<file path="config.mk">
export PLATFORM = sky130hd
export DESIGN_NAME = ext_bus_strobe_gen
export DESIGN_NICKNAME = d
export VERILOG_FILES = /design/src/rtl/sg_pkg.sv /design/src/rtl/sg_phase_decode.sv /design/src/rtl/sg_addr_gate.sv /design/src/rtl/sg_read_gate.sv /design/src/rtl/ext_bus_strobe_gen.sv
export SDC_FILE = /design/constraint.sdc
export NUM_CORES = 1
export LEC_CHECK = 0
export BUFFER_PORTS_ARGS = -buffer_cell sky130_fd_sc_hd__buf_2
export CORE_AREA = 2 2 39 41
export DETAILED_ROUTE_END_ITERATION = 16
export DIE_AREA = 0 0 41 43
export PLACE_DENSITY_LB_ADDON = 0.3
export SLEW_MARGIN = 20
export SYNTH_ARGS = -nofsm -noshare
export SYNTH_HDL_FRONTEND = slang
export SYNTH_SLANG_ARGS = --single-unit
</file>
<file path="constraint.sdc">
create_clock -name clk -period 2.9 [get_ports clk]
set_input_delay 0.29 -clock clk [delete_from_list [all_inputs] [get_ports clk]]
set_output_delay 0.29 -clock clk [all_outputs]
set_load 0.05 [all_outputs]
</file>
<file path="src/rtl/sg_pkg.sv">
package sg_pkg;
  typedef enum logic [1:0] {
    CLS_OTHER = 2'b00,
    CLS_XDATA = 2'b01,
    CLS_XCODE = 2'b10,
    CLS_RSVD  = 2'b11
  } insn_class_e;
endpackage

</file>
<file path="src/rtl/sg_phase_decode.sv">
module sg_phase_decode #(
  parameter int CYCLE_LEN = 12,
  parameter int SLOTS     = 2,
  parameter int ALE_W     = 2,
  parameter int RD_START  = 3,
  localparam int PH_W     = $clog2(CYCLE_LEN),
  localparam int PW       = PH_W + 1,
  localparam int SLOT_LEN = CYCLE_LEN / SLOTS
) (
  input  logic [PH_W-1:0]  mstate,
  output logic [SLOTS-1:0] ale_win,
  output logic [SLOTS-1:0] rd_win
);
  logic [PW-1:0] ph_ext;
  assign ph_ext = {1'b0, mstate};

  for (genvar s = 0; s < SLOTS; s++) begin : g_slot
    localparam logic [PW-1:0] LO = PW'(s * SLOT_LEN);
    localparam logic [PW-1:0] HI = PW'((s + 1) * SLOT_LEN);
    logic          hit;
    logic [PW-1:0] off;
    assign hit        = (ph_ext >= LO) && (ph_ext < HI);
    assign off        = ph_ext - LO;
    assign ale_win[s] = hit && (off < PW'(ALE_W));
    assign rd_win[s]  = hit && (off >= PW'(RD_START));
  end
endmodule

</file>
<file path="src/rtl/sg_addr_gate.sv">
module sg_addr_gate
  import sg_pkg::*;
#(
  parameter int SLOTS     = 2,
  parameter int SKIP_SLOT = 1
) (
  input  logic [SLOTS-1:0] ale_win,
  input  insn_class_e      cls,
  input  logic             ext_exec,
  input  logic             ale_quiet,
  output logic             ale_next
);
  logic             is_data;
  logic             is_move;
  logic             held_high;
  logic [SLOTS-1:0] keep;

  assign is_data   = (cls == CLS_XDATA);
  assign is_move   = is_data || (cls == CLS_XCODE);
  assign held_high = ale_quiet && !ext_exec && !is_move;

  always_comb begin
    keep = '1;
    if (is_data) keep[SKIP_SLOT] = 1'b0;
  end

  assign ale_next = held_high || (|(ale_win & keep));
endmodule

</file>
<file path="src/rtl/sg_read_gate.sv">
module sg_read_gate
  import sg_pkg::*;
#(
  parameter int SLOTS = 2
) (
  input  logic [SLOTS-1:0] rd_win,
  input  insn_class_e      cls,
  input  logic             ext_exec,
  output logic             rd_next_n
);
  assign rd_next_n = !(ext_exec && (cls != CLS_XDATA) && (|rd_win));
endmodule

</file>
<file path="src/rtl/ext_bus_strobe_gen.sv">
module ext_bus_strobe_gen
  import sg_pkg::*;
#(
  parameter int CYCLE_LEN = 12,
  parameter int SLOTS     = 2,
  parameter int ALE_W     = 2,
  parameter int RD_START  = 3,
  localparam int PH_W     = $clog2(CYCLE_LEN)
) (
  input  logic            clk,
  input  logic            rst,
  input  logic [PH_W-1:0] mstate,
  input  logic            ext_exec,
  input  logic [1:0]      insn_class,
  input  logic            ale_quiet,
  output logic            ale,
  output logic            prog_rd_n
);
  logic [SLOTS-1:0] ale_win;
  logic [SLOTS-1:0] rd_win;
  logic             ale_next;
  logic             rd_next_n;
  insn_class_e      cls;

  assign cls = insn_class_e'(insn_class);

  sg_phase_decode #(
    .CYCLE_LEN(CYCLE_LEN), .SLOTS(SLOTS), .ALE_W(ALE_W), .RD_START(RD_START)
  ) u_dec (
    .mstate (mstate),
    .ale_win(ale_win),
    .rd_win (rd_win)
  );

  sg_addr_gate #(.SLOTS(SLOTS), .SKIP_SLOT(SLOTS - 1)) u_addr (
    .ale_win  (ale_win),
    .cls      (cls),
    .ext_exec (ext_exec),
    .ale_quiet(ale_quiet),
    .ale_next (ale_next)
  );

  sg_read_gate #(.SLOTS(SLOTS)) u_rd (
    .rd_win   (rd_win),
    .cls      (cls),
    .ext_exec (ext_exec),
    .rd_next_n(rd_next_n)
  );

  always_ff @(posedge clk) begin
    if (rst) begin
      ale       <= 1'b0;
      prog_rd_n <= 1'b1;
    end else begin
      ale       <= ale_next;
      prog_rd_n <= rd_next_n;
    end
  end
endmodule

</file>
==> results of run 1 <==
-- flip-flops by register name (all words and copies together), names as in the netlist --
signal	flops
ale	1
prog_rd_n	1
-- metrics by stage --
| step | hold slack [ns] | utilization, % | total power, mW | setup slack [ns] |
|---|---|---|---|---|
| global placement | 0.4736 | 21.43 | 0.06262 | 1.161 |
| finish | 0.2381 | 23.06 | 0.1230 | 1.363 |
| detailed placement | 0.4639 | 21.43 | 0.06299 | 1.144 |
| CTS | 0.2274 | 23.06 | 0.1285 | 1.376 |
| floorplan | 0.3591 | - | 0.04958 | 1.367 |
| global route | 0.2470 | 23.06 | 0.1317 | 1.256 |
-- cell families (layout without fill, tap and decap cells) --
kind of cell | count (synthesis) | count (layout) | synth area share (%)
buffers and inverters | 6 | 20 | 10.17
adder cells (fa/ha/maj) | 5 | 5 | 28.25
flip-flops | 2 | 2 | 18.08
AO/OA/AOI/OAI | 7 | 7 | 23.16
AND/OR/NAND/NOR | 8 | 8 | 20.34
-- path summary, 6_finish.rpt --
check                 start              to  cells after the start
setup / recovery  mstate[1]  ale$_SDFF_PP0_                      7
hold / removal          rst  ale$_SDFF_PP0_                      2
-- synth_stat cells (2+ instances only) --
master / n / area (sq um)
a21oi_1: 2 / 10.01
nand2b_1: 2 / 12.51
inv_1: 6 / 22.52
nand2_1: 2 / 7.510
ha_1: 5 / 62.56
dfxtp_1: 2 / 40.04
-- critical path, cell delays in order --
cell and delay [ns]:
buf_2 0.13, ha_1 0.20, inv_1 0.05, ha_1 0.20
a22o_1 0.21, or4_1 0.47, a21oi_1 0.15
-- layout make-up --
| type | count | area (sq um) |
|---|---|---|
| Fill cell | 167 | 1065 |
| Timing Repair Buffer | 11 | 55.05 |
| Clock buffer | 3 | 22.52 |
| Inverter | 6 | 22.52 |
| Multi-Input combinational cell | 20 | 158.9 |
| Tap cell | 16 | 20.02 |
| Sequential cell | 2 | 40.04 |
-- per-layer routing --
layer  vias up  wire length, um  GRT usage, %
li1        126                -             -
met1       115              208         6.646
met2         5              298         12.50
met3         0               25             0
met4         0                0         8.000
met5         -                0             0
-- power breakdown --
| part | internal, mW | switching [mW] |
|---|---|---|
| clock | 0.0456 | 0.0151 |
| sequential | 0.0292 | 0.000254 |
| combinational | 0.0137 | 0.0191 |
| total | 0.0885 | 0.0345 |
==> reports/results.tsv, run 1 <==
stage	metric	value	unit
detailed_routing	drt pass-1 iters	2	
worst_setup_path	Worst Path Required	3.05	ns
yosys	sequential fraction of the synthesis area	18.08	%
global_routing	vias in the first global route	261	
status	status	completed	
timing	Slew headroom	73.49	%
yosys	ys async rst share	0	%
global_routing	global-route wire length before repair	883	um
detailed_routing	DRC	0	
detailed_routing	Vias	246	
layout	final instance area	319.1	sq um
floorplanning	Die H	43	um
clock_tree	clock sink total	2	
place	port bufs	11	
clock_tree	clk root buf	clkbuf_4	
power_and_ir_drop	PwrDens	385.5	nW/um^2
yosys	flops & latches, synth	2	
timing	Final Slew Violations	0	
yosys	YS warnings	0	
worst_setup_path	crit path DAT	1.69	ns
global_routing	initial antenna violation count	0	
yosys	top_reg_cell synth	dfxtp_1	
layout	n_diodes	0	
job	Max Cap Viol	0	
place	dpl cells	55	
floorplanning	Die ar.	1763	sq um
global_routing	GRT Util Overall	7.293	%
layout	commonest cells after routing, fill and taps aside	buf_2, inv_1, ha_1	
worst_setup_path	crit path launch type	input port	
floorplanning	die span in x	41	um
layout	most common cell after layout, fill and taps aside	buf_2	
min_path	Worst Hold Class	input port to flip-flop	
timing	Max Freq	650.6	MHz
global_routing	largest net degree at the start of global routing	6	
yosys	Mapped Cells	28	
clock_tree	total CTS buffers	3	
layout	share of cells above drive strength 1	35.71	%
clock_tree	Post-CTS Hold Buffers	0	
timing	final hold violations	0	
yosys	Post-Syn Area per Cell	7.909	sq um
timing	setup_tns	0	ns
detailed_routing	antenna viol nets, final	0	
worst_setup_path	element type at the critical path end	flip-flop	
yosys	Post-synth EDFFs	0	
global_routing	total congestion overflow	0	
timing	final worst path period share	53.00	%
layout	nets	59	
floorplanning	# rows	14	
worst_setup_path	worst-path fanout max	5	
floorplanning	Core Area	1384	sq um
yosys	Yosys cell types	15	
detailed_routing	vias per cell	4.241	
power_and_ir_drop	LEAKAGE	0.1738	nW
place	gpl congestion	0.7377	
layout	non-filler cells, final	58	
clock_tree	Reg clk slew, reported paths	0.03	ns
yosys	Post-Syn Area	221.5	sq um
worst_setup_path	CP Class	input port to flip-flop	
clock_tree	largest buffer count on any clock path	2	
detailed_routing	Post-Route WL	533	um
place	detailed-placement wirelength estimate	457.9	um
detailed_routing	WL/cell	9.190	um
place	dpl cell area	296.5	sq um
clock_tree	postcts setup bufs	0	
clock_tree	Resize count post-CTS	0	
timing	fin crit period	1.537	ns
floorplanning	# IOs	12	
clock_tree	H-tree Lvls	1	
timing	RSZ-0062 raised after global routing	false	
floorplanning	Initial Util	16.00	%
clock_tree	TritonCTS clock tree	yes	
detailed_routing	DR iter-0 viols	1	
yosys	Syn Nets	43	
timing	Worst-Margin Slew	0.3877	ns
power_and_ir_drop	VDD IR max	0.04807	mV
timing	setup violation total in the final timing report	0	
layout	Layout area overhead	44.07	%
Note: power is estimated with default switching activity, not from simulation.
==> run 2, diff against run 1 <==
--- a/config.mk
+++ b/config.mk
@@ -5,6 +5,7 @@
 export SDC_FILE = /design/constraint.sdc
 export NUM_CORES = 1
 export LEC_CHECK = 0
+export ABC_AREA = 1
 export BUFFER_PORTS_ARGS = -buffer_cell sky130_fd_sc_hd__buf_2
 export CORE_AREA = 2 2 39 41
 export DETAILED_ROUTE_END_ITERATION = 16
==> constraint.sdc (replaced) <==
create_clock -name clk -period 1.4 [get_ports clk]
set_input_delay 0.14 -clock clk [delete_from_list [all_inputs] [get_ports clk]]
set_output_delay 0.14 -clock clk [all_outputs]
set_load 0.05 [all_outputs]
==> reports/results.tsv, run 2 <==
stage	metric	value	unit	change
status	status	completed		
detailed_routing	DRC	0		unchanged
layout	n_diodes	0		unchanged
timing	Slew headroom	83.62	%	+10 points
layout	Layout area overhead	39.20	%	
timing	setup_tns	0	ns	unchanged
floorplanning	Die ar.	1763	sq um	unchanged
yosys	most frequent cell after synthesis	nand2_1		
floorplanning	Core Area	1384	sq um	unchanged
place	gpl congestion	0.6699		-9.2%
clock_tree	Reg clk slew, reported paths	0.03	ns	about the same
floorplanning	die span in x	41	um	unchanged
layout	final instance area	346.6	sq um	+8.6%
timing	final hold violations	0		unchanged
detailed_routing	Vias	281		+14%
floorplanning	# rows	14		unchanged
floorplanning	# IOs	12		unchanged
yosys	area leader, netlist	ha_1		
floorplanning	Initial Util	17.99	%	+2.0 points
clock_tree	postcts setup bufs	0		unchanged
min_path	worst hold start	rst		
layout	# fillers	173		+3.6%
worst_setup_path	element type at the critical path end	flip-flop		
yosys	Post-Syn Area per Cell	5.928	sq um	-25%
yosys	top_reg_cell synth	dfxtp_1		
yosys	Yosys cell types	12		-3
worst_setup_path	Worst Path Required	1.51	ns	-1.54 ns
yosys	top post-synthesis cells by area	ha_1, nand2_1, dfxtp_1		
floorplanning	Die H	43	um	unchanged
yosys	ys async rst share	0	%	unchanged
min_path	Hold Path Sink	ale$_SDFF_PP0_		
power_and_ir_drop	VDD IR max	0.1867	mV	+290%
power_and_ir_drop	PwrDens	750.6	nW/um^2	+95%
global_routing	GRT Util Overall	7.808	%	+0.52 points
layout	share of cells above drive strength 1	28.57	%	-7.1 points
clock_tree	total CTS buffers	3		unchanged
power_and_ir_drop	LEAKAGE	0.2060	nW	+19%
layout	commonest cells after routing, fill and taps aside	nand2_1, buf_2, inv_1		
layout	FF/Latch Area	40.04	sq um	unchanged
place	dpl cell area	324.1	sq um	+9.3%
timing	RSZ-0062 raised after global routing	false		
place	detailed-placement wirelength estimate	422.9	um	-7.6%
place	port bufs	11		unchanged
clock_tree	clk root buf	clkbuf_4		
worst_setup_path	worst-path fanout max	3		-2
detailed_routing	Post-Route WL	466	um	-13%
global_routing	largest net degree at the start of global routing	5		-1
worst_setup_path	CP Class	input port to flip-flop		
global_routing	total congestion overflow	0		unchanged
yosys	Mapped Cells	42		+50%
yosys	flops & latches, synth	2		unchanged
detailed_routing	antenna viol nets, final	0		unchanged
yosys	Post-synth EDFFs	0		unchanged
clock_tree	TritonCTS clock tree	yes		
timing	final worst path period share	70.48	%	
global_routing	vias in the first global route	277		+6.1%
yosys	YS warnings	0		unchanged
timing	Max Freq	1013	MHz	
detailed_routing	DR iter-0 viols	5		+4
yosys	sequential fraction of the synthesis area	16.08	%	-2.0 points
detailed_routing	vias per cell	3.903		-8.0%
detailed_routing	WL/cell	6.472	um	-30%
timing	fin crit period	0.9868	ns	
clock_tree	clock sink total	2		unchanged
yosys	Yosys top cell area share	25.13	%	-3.1 points
clock_tree	largest buffer count on any clock path	2		unchanged
min_path	Worst Hold Class	input port to flip-flop		
layout	nets	73		+24%
global_routing	initial antenna violation count	0		unchanged
layout	most common cell after layout, fill and taps aside	nand2_1		
layout	footprint of the multi-input gates	178.9	sq um	+13%
clock_tree	H-tree Lvls	1		unchanged
timing	setup violation total in the final timing report	0		unchanged
layout	Top Registers	ale (1), prog_rd_n (1)		
yosys	top cells by count, synth	nand2_1, inv_1, nor2_1, ha_1, nand3_1		
min_path	worst hold path stage count	2		unchanged
timing	Final Slew Violations	0		unchanged
worst_setup_path	crit path DAT	1.09	ns	-0.60 ns
worst_setup_path	crit path launch type	input port		
yosys	Syn Nets	57		+33%
timing	Worst-Margin Slew	0.2474	ns	-0.1403 ns
global_routing	global-route wire length before repair	952	um	+7.8%
detailed_routing	drt pass-1 iters	4		+2
clock_tree	Resize count post-CTS	0		unchanged
clock_tree	Post-CTS Hold Buffers	0		unchanged
yosys	Post-Syn Area	249.0	sq um	+12%
job	Max Cap Viol	0		unchanged
==> run 2: cell types whose count changed after synthesis, moves of 2 or more <==
cell,delta
nor2_1,+5
nand2b_1,-2
nand2_1,+10
nand3_1,+3
==> run 2: worst max-delay path by stage <==
| stage | startpoint | to | cells after the start |
|---|---|---|---|
| detailed placement | mstate[1] | prog_rd_n$_SDFF_PP1_ | 10 |
| global placement | mstate[1] | prog_rd_n$_SDFF_PP1_ | 10 |
| finish | mstate[1] | prog_rd_n$_SDFF_PP1_ | 10 |
| floorplan | mstate[1] | prog_rd_n$_SDFF_PP1_ | 9 |
| global route | mstate[2] | prog_rd_n$_SDFF_PP1_ | 10 |
| CTS | mstate[1] | prog_rd_n$_SDFF_PP1_ | 10 |
==> run 2: worst max-delay path, stage by stage <==
cell and delay (ns):
buf_2 0.11, ha_1 0.21, inv_1 0.08, ha_1 0.24
nand2_1 0.08, nor2_1 0.04, nand2_1 0.06, nand2_1 0.04
nand2_1 0.05, nand2_1 0.04
==> run 2: per-stage QoR <==
stage / instances / utilization, % / hold WS [ns] / setup WS, ns / total power [mW]
after floorplan: 42 / - / 0.2124 / 0.3852 / 0.1139
final: 72 / 25.05 / 0.09324 / 0.4132 / 0.2601
after global routing: 72 / 25.05 / 0.1105 / 0.2998 / 0.2871
after detailed placement: 69 / 23.42 / 0.3202 / 0.1707 / 0.1393
after global placement: 69 / 23.42 / 0.3170 / 0.1824 / 0.1395
after CTS: 72 / 25.05 / 0.08500 / 0.4070 / 0.2703
==> run 2: kinds of logic after synthesis <==
group | share of synthesized area (%)
AND/OR/NAND/NOR | 39.70
buffers and inverters | 12.06
adder cells (fa/ha/maj) | 25.13
AO/OA/AOI/OAI | 7.032
flip-flops | 16.08
==> run 2: report_power, final <==
part | switching, mW | internal (mW)
registers | 0.000527 | 0.0606
logic | 0.0460 | 0.0307
clock network | 0.0283 | 0.0942
==> run 2: routing by layer <==
layer	wire, um	GRT usage, %
met2	274	11.88
met5	0	0
met4	0	6.000
met3	10	1.571
met1	181	8.917
==> run 2: layout make-up <==
cell class                 instances  area share [%]
clock buffer                       3           6.498
inverter                           8           8.664
multi-input combinational         32           51.62
sequential                         2           11.55
tap                               16           5.776
timing repair buffer              11           15.88
==> run 3, diff against run 2 <==
==> constraint.sdc (replaced) <==
create_clock -name clk -period 1 [get_ports clk]
set_input_delay 0.1 -clock clk [delete_from_list [all_inputs] [get_ports clk]]
set_output_delay 0.1 -clock clk [all_outputs]
set_load 0.05 [all_outputs]
==> reports/results.tsv, run 3 (synthesis results as in run 2) <==
stage	metric	value	unit	change
global_routing	met3 Track Usage GR	3.141	%	+1.6 points
global_routing	most used routing layer	met2		
worst_setup_path	element type at the critical path end	flip-flop		
floorplanning	# IOs	12		unchanged
layout	share of cells above drive strength 1	39.68	%	+11 points
power_and_ir_drop	PwrDens	955.0	nW/um^2	+27%
power_and_ir_drop	total power	0.3955	mW	+52%
clock_tree	Reg clk slew, reported paths	0.03	ns	about the same
timing	Slew headroom	83.62	%	about the same
clock_tree	Post-CTS Hold Buffers	0		unchanged
timing	worst hold slack	0.05326	ns	-0.03998 ns
power_and_ir_drop	Logic pwr share	34.1	%	+4.7 points
power_and_ir_drop	Flop pwr share	21.6	%	-1.9 points
place	port bufs	11		unchanged
detailed_routing	DR iter-0 viols	1		-4
floorplanning	Initial Util	17.99	%	unchanged
worst_setup_path	Worst Path Required	1.11	ns	-0.40 ns
detailed_routing	WL/cell	6.772	um	+4.6%
status	status	completed		
layout	non-filler cells, final	79		+9.7%
power_and_ir_drop	Int Power	0.2809	mW	+52%
layout	commonest cells after routing, fill and taps aside	nand2_1, buf_2, inv_1, buf_4, nor2_1		
timing	setup violation total in the final timing report	0		unchanged
timing	fin crit period	0.8891	ns	
detailed_routing	Post-Route WL	535	um	+15%
clock_tree	largest buffer count on any clock path	2		unchanged
layout	most common cell after layout, fill and taps aside	nand2_1		
timing	RSZ-0062 raised after global routing	false		
place	detailed-placement wirelength estimate	467.5	um	+11%
global_routing	global-route wire length before repair	910	um	-4.4%
timing	Max Freq	1125	MHz	
global_routing	grt met2 use	12.50	%	+0.63 points
timing	Worst-Margin Slew	0.2474	ns	-0.00001836 ns
worst_setup_path	CP Class	input port to flip-flop		
power_and_ir_drop	switch share	28.98	%	+0.24 points
min_path	Worst Hold Class	input port to flip-flop		
detailed_routing	antenna viol nets, final	0		unchanged
power_and_ir_drop	VDD IR max	0.3290	mV	+76%
global_routing	GRT Util Overall	7.307	%	-0.50 points
detailed_routing	vias per cell	3.835		-1.7%
min_path	worst hold path stage count	2		unchanged
power_and_ir_drop	Clock power frac	44.3	%	-2.8 points
power_and_ir_drop	switching pwr	0.1146	mW	+53%
clock_tree	clock sink total	2		unchanged
global_routing	total congestion overflow	0		unchanged
worst_setup_path	worst-path fanout max	2		-1
layout	nets	80		+9.6%
global_routing	largest net degree at the start of global routing	5		unchanged
worst_setup_path	crit path launch type	input port		
clock_tree	total CTS buffers	3		unchanged
floorplanning	Die H	43	um	unchanged
clock_tree	TritonCTS clock tree	yes		
timing	final hold violations	0		unchanged
place	dpl cells	76		+10%
power_and_ir_drop	LEAKAGE	0.2383	nW	+16%
global_routing	initial antenna violation count	0		unchanged
detailed_routing	Vias	303		+7.8%
clock_tree	H-tree Lvls	1		unchanged
global_routing	vias in the first global route	265		-4.3%
timing	setup_tns	0	ns	unchanged
timing	final worst path period share	88.91	%	
worst_setup_path	crit path DAT	1.00	ns	-0.09 ns
floorplanning	Core Area	1384	sq um	unchanged
timing	Final Slew Violations	0		unchanged
floorplanning	# rows	14		unchanged
clock_tree	clk root buf	clkbuf_4		
place	gpl congestion	0.6602		-1.4%
clock_tree	postcts setup bufs	0		unchanged
layout	Top Registers	ale (1), prog_rd_n (1)		
layout	n_diodes	0		unchanged
clock_tree	Resize count post-CTS	0		unchanged
global_routing	GR Layer Usage met1	7.643	%	-1.3 points
detailed_routing	DRC	0		unchanged
floorplanning	die span in x	41	um	unchanged
detailed_routing	drt pass-1 iters	2		-2
job	Max Cap Viol	0		unchanged
layout	Layout area overhead	66.33	%	
floorplanning	Die ar.	1763	sq um	unchanged
-- run 3: final timing paths --
kind                   from              endpoint
setup / recovery  mstate[1]  prog_rd_n$_SDFF_PP1_
hold / removal          rst        ale$_SDFF_PP0_
-- run 3: power by group through the flow --
stage | logic (mW) | registers [mW] | clock network [mW]
CTS | 0.130 | 0.0856 | 0.189
detailed placement | 0.129 | 0.0866 | 0
global placement | 0.129 | 0.0864 | 0
floorplan | 0.0570 | 0.102 | 0
global route | 0.154 | 0.0860 | 0.199
finish | 0.135 | 0.0855 | 0.175
-- run 3: per-layer routing --
metal  part of all wire, %  wire length (um)
met5                     0                 0
met4                     0                 0
met3                     0                 0
met2                    59               315
met1                    41               219
-- run 3: area by class of cell --
class | count | area, sq um
Tap cell | 16 | 20.02
Clock buffer | 3 | 22.52
Timing Repair Buffer | 18 | 107.6
Sequential cell | 2 | 40.04
Fill cell | 159 | 969.7
Multi-Input combinational cell | 32 | 193.9
Inverter | 8 | 30.03
-- run 3: worst max-delay path: stages --
cell and delay [ns]:
buf_2 0.11, ha_2 0.18, inv_1 0.10, ha_4 0.21
nand2_1 0.06, nor2_1 0.03, nand2_1 0.07, nand2_1 0.05
nand2_1 0.05, nand2_1 0.04
-- run 3: metrics by stage --
| step | worst slack [ns] | area, sq um | utilization, % |
|---|---|---|---|
| final | 0.1109 | 414.1 | 29.93 |
| after global routing | 0.02893 | 414.1 | 29.93 |
| after CTS | 0.07603 | 399.1 | 28.84 |
| after detailed placement | -0.1614 | 376.6 | 27.22 |
| after global placement | -0.1513 | 376.6 | 27.22 |
| after floorplan | 0.02521 | 249.0 | - |
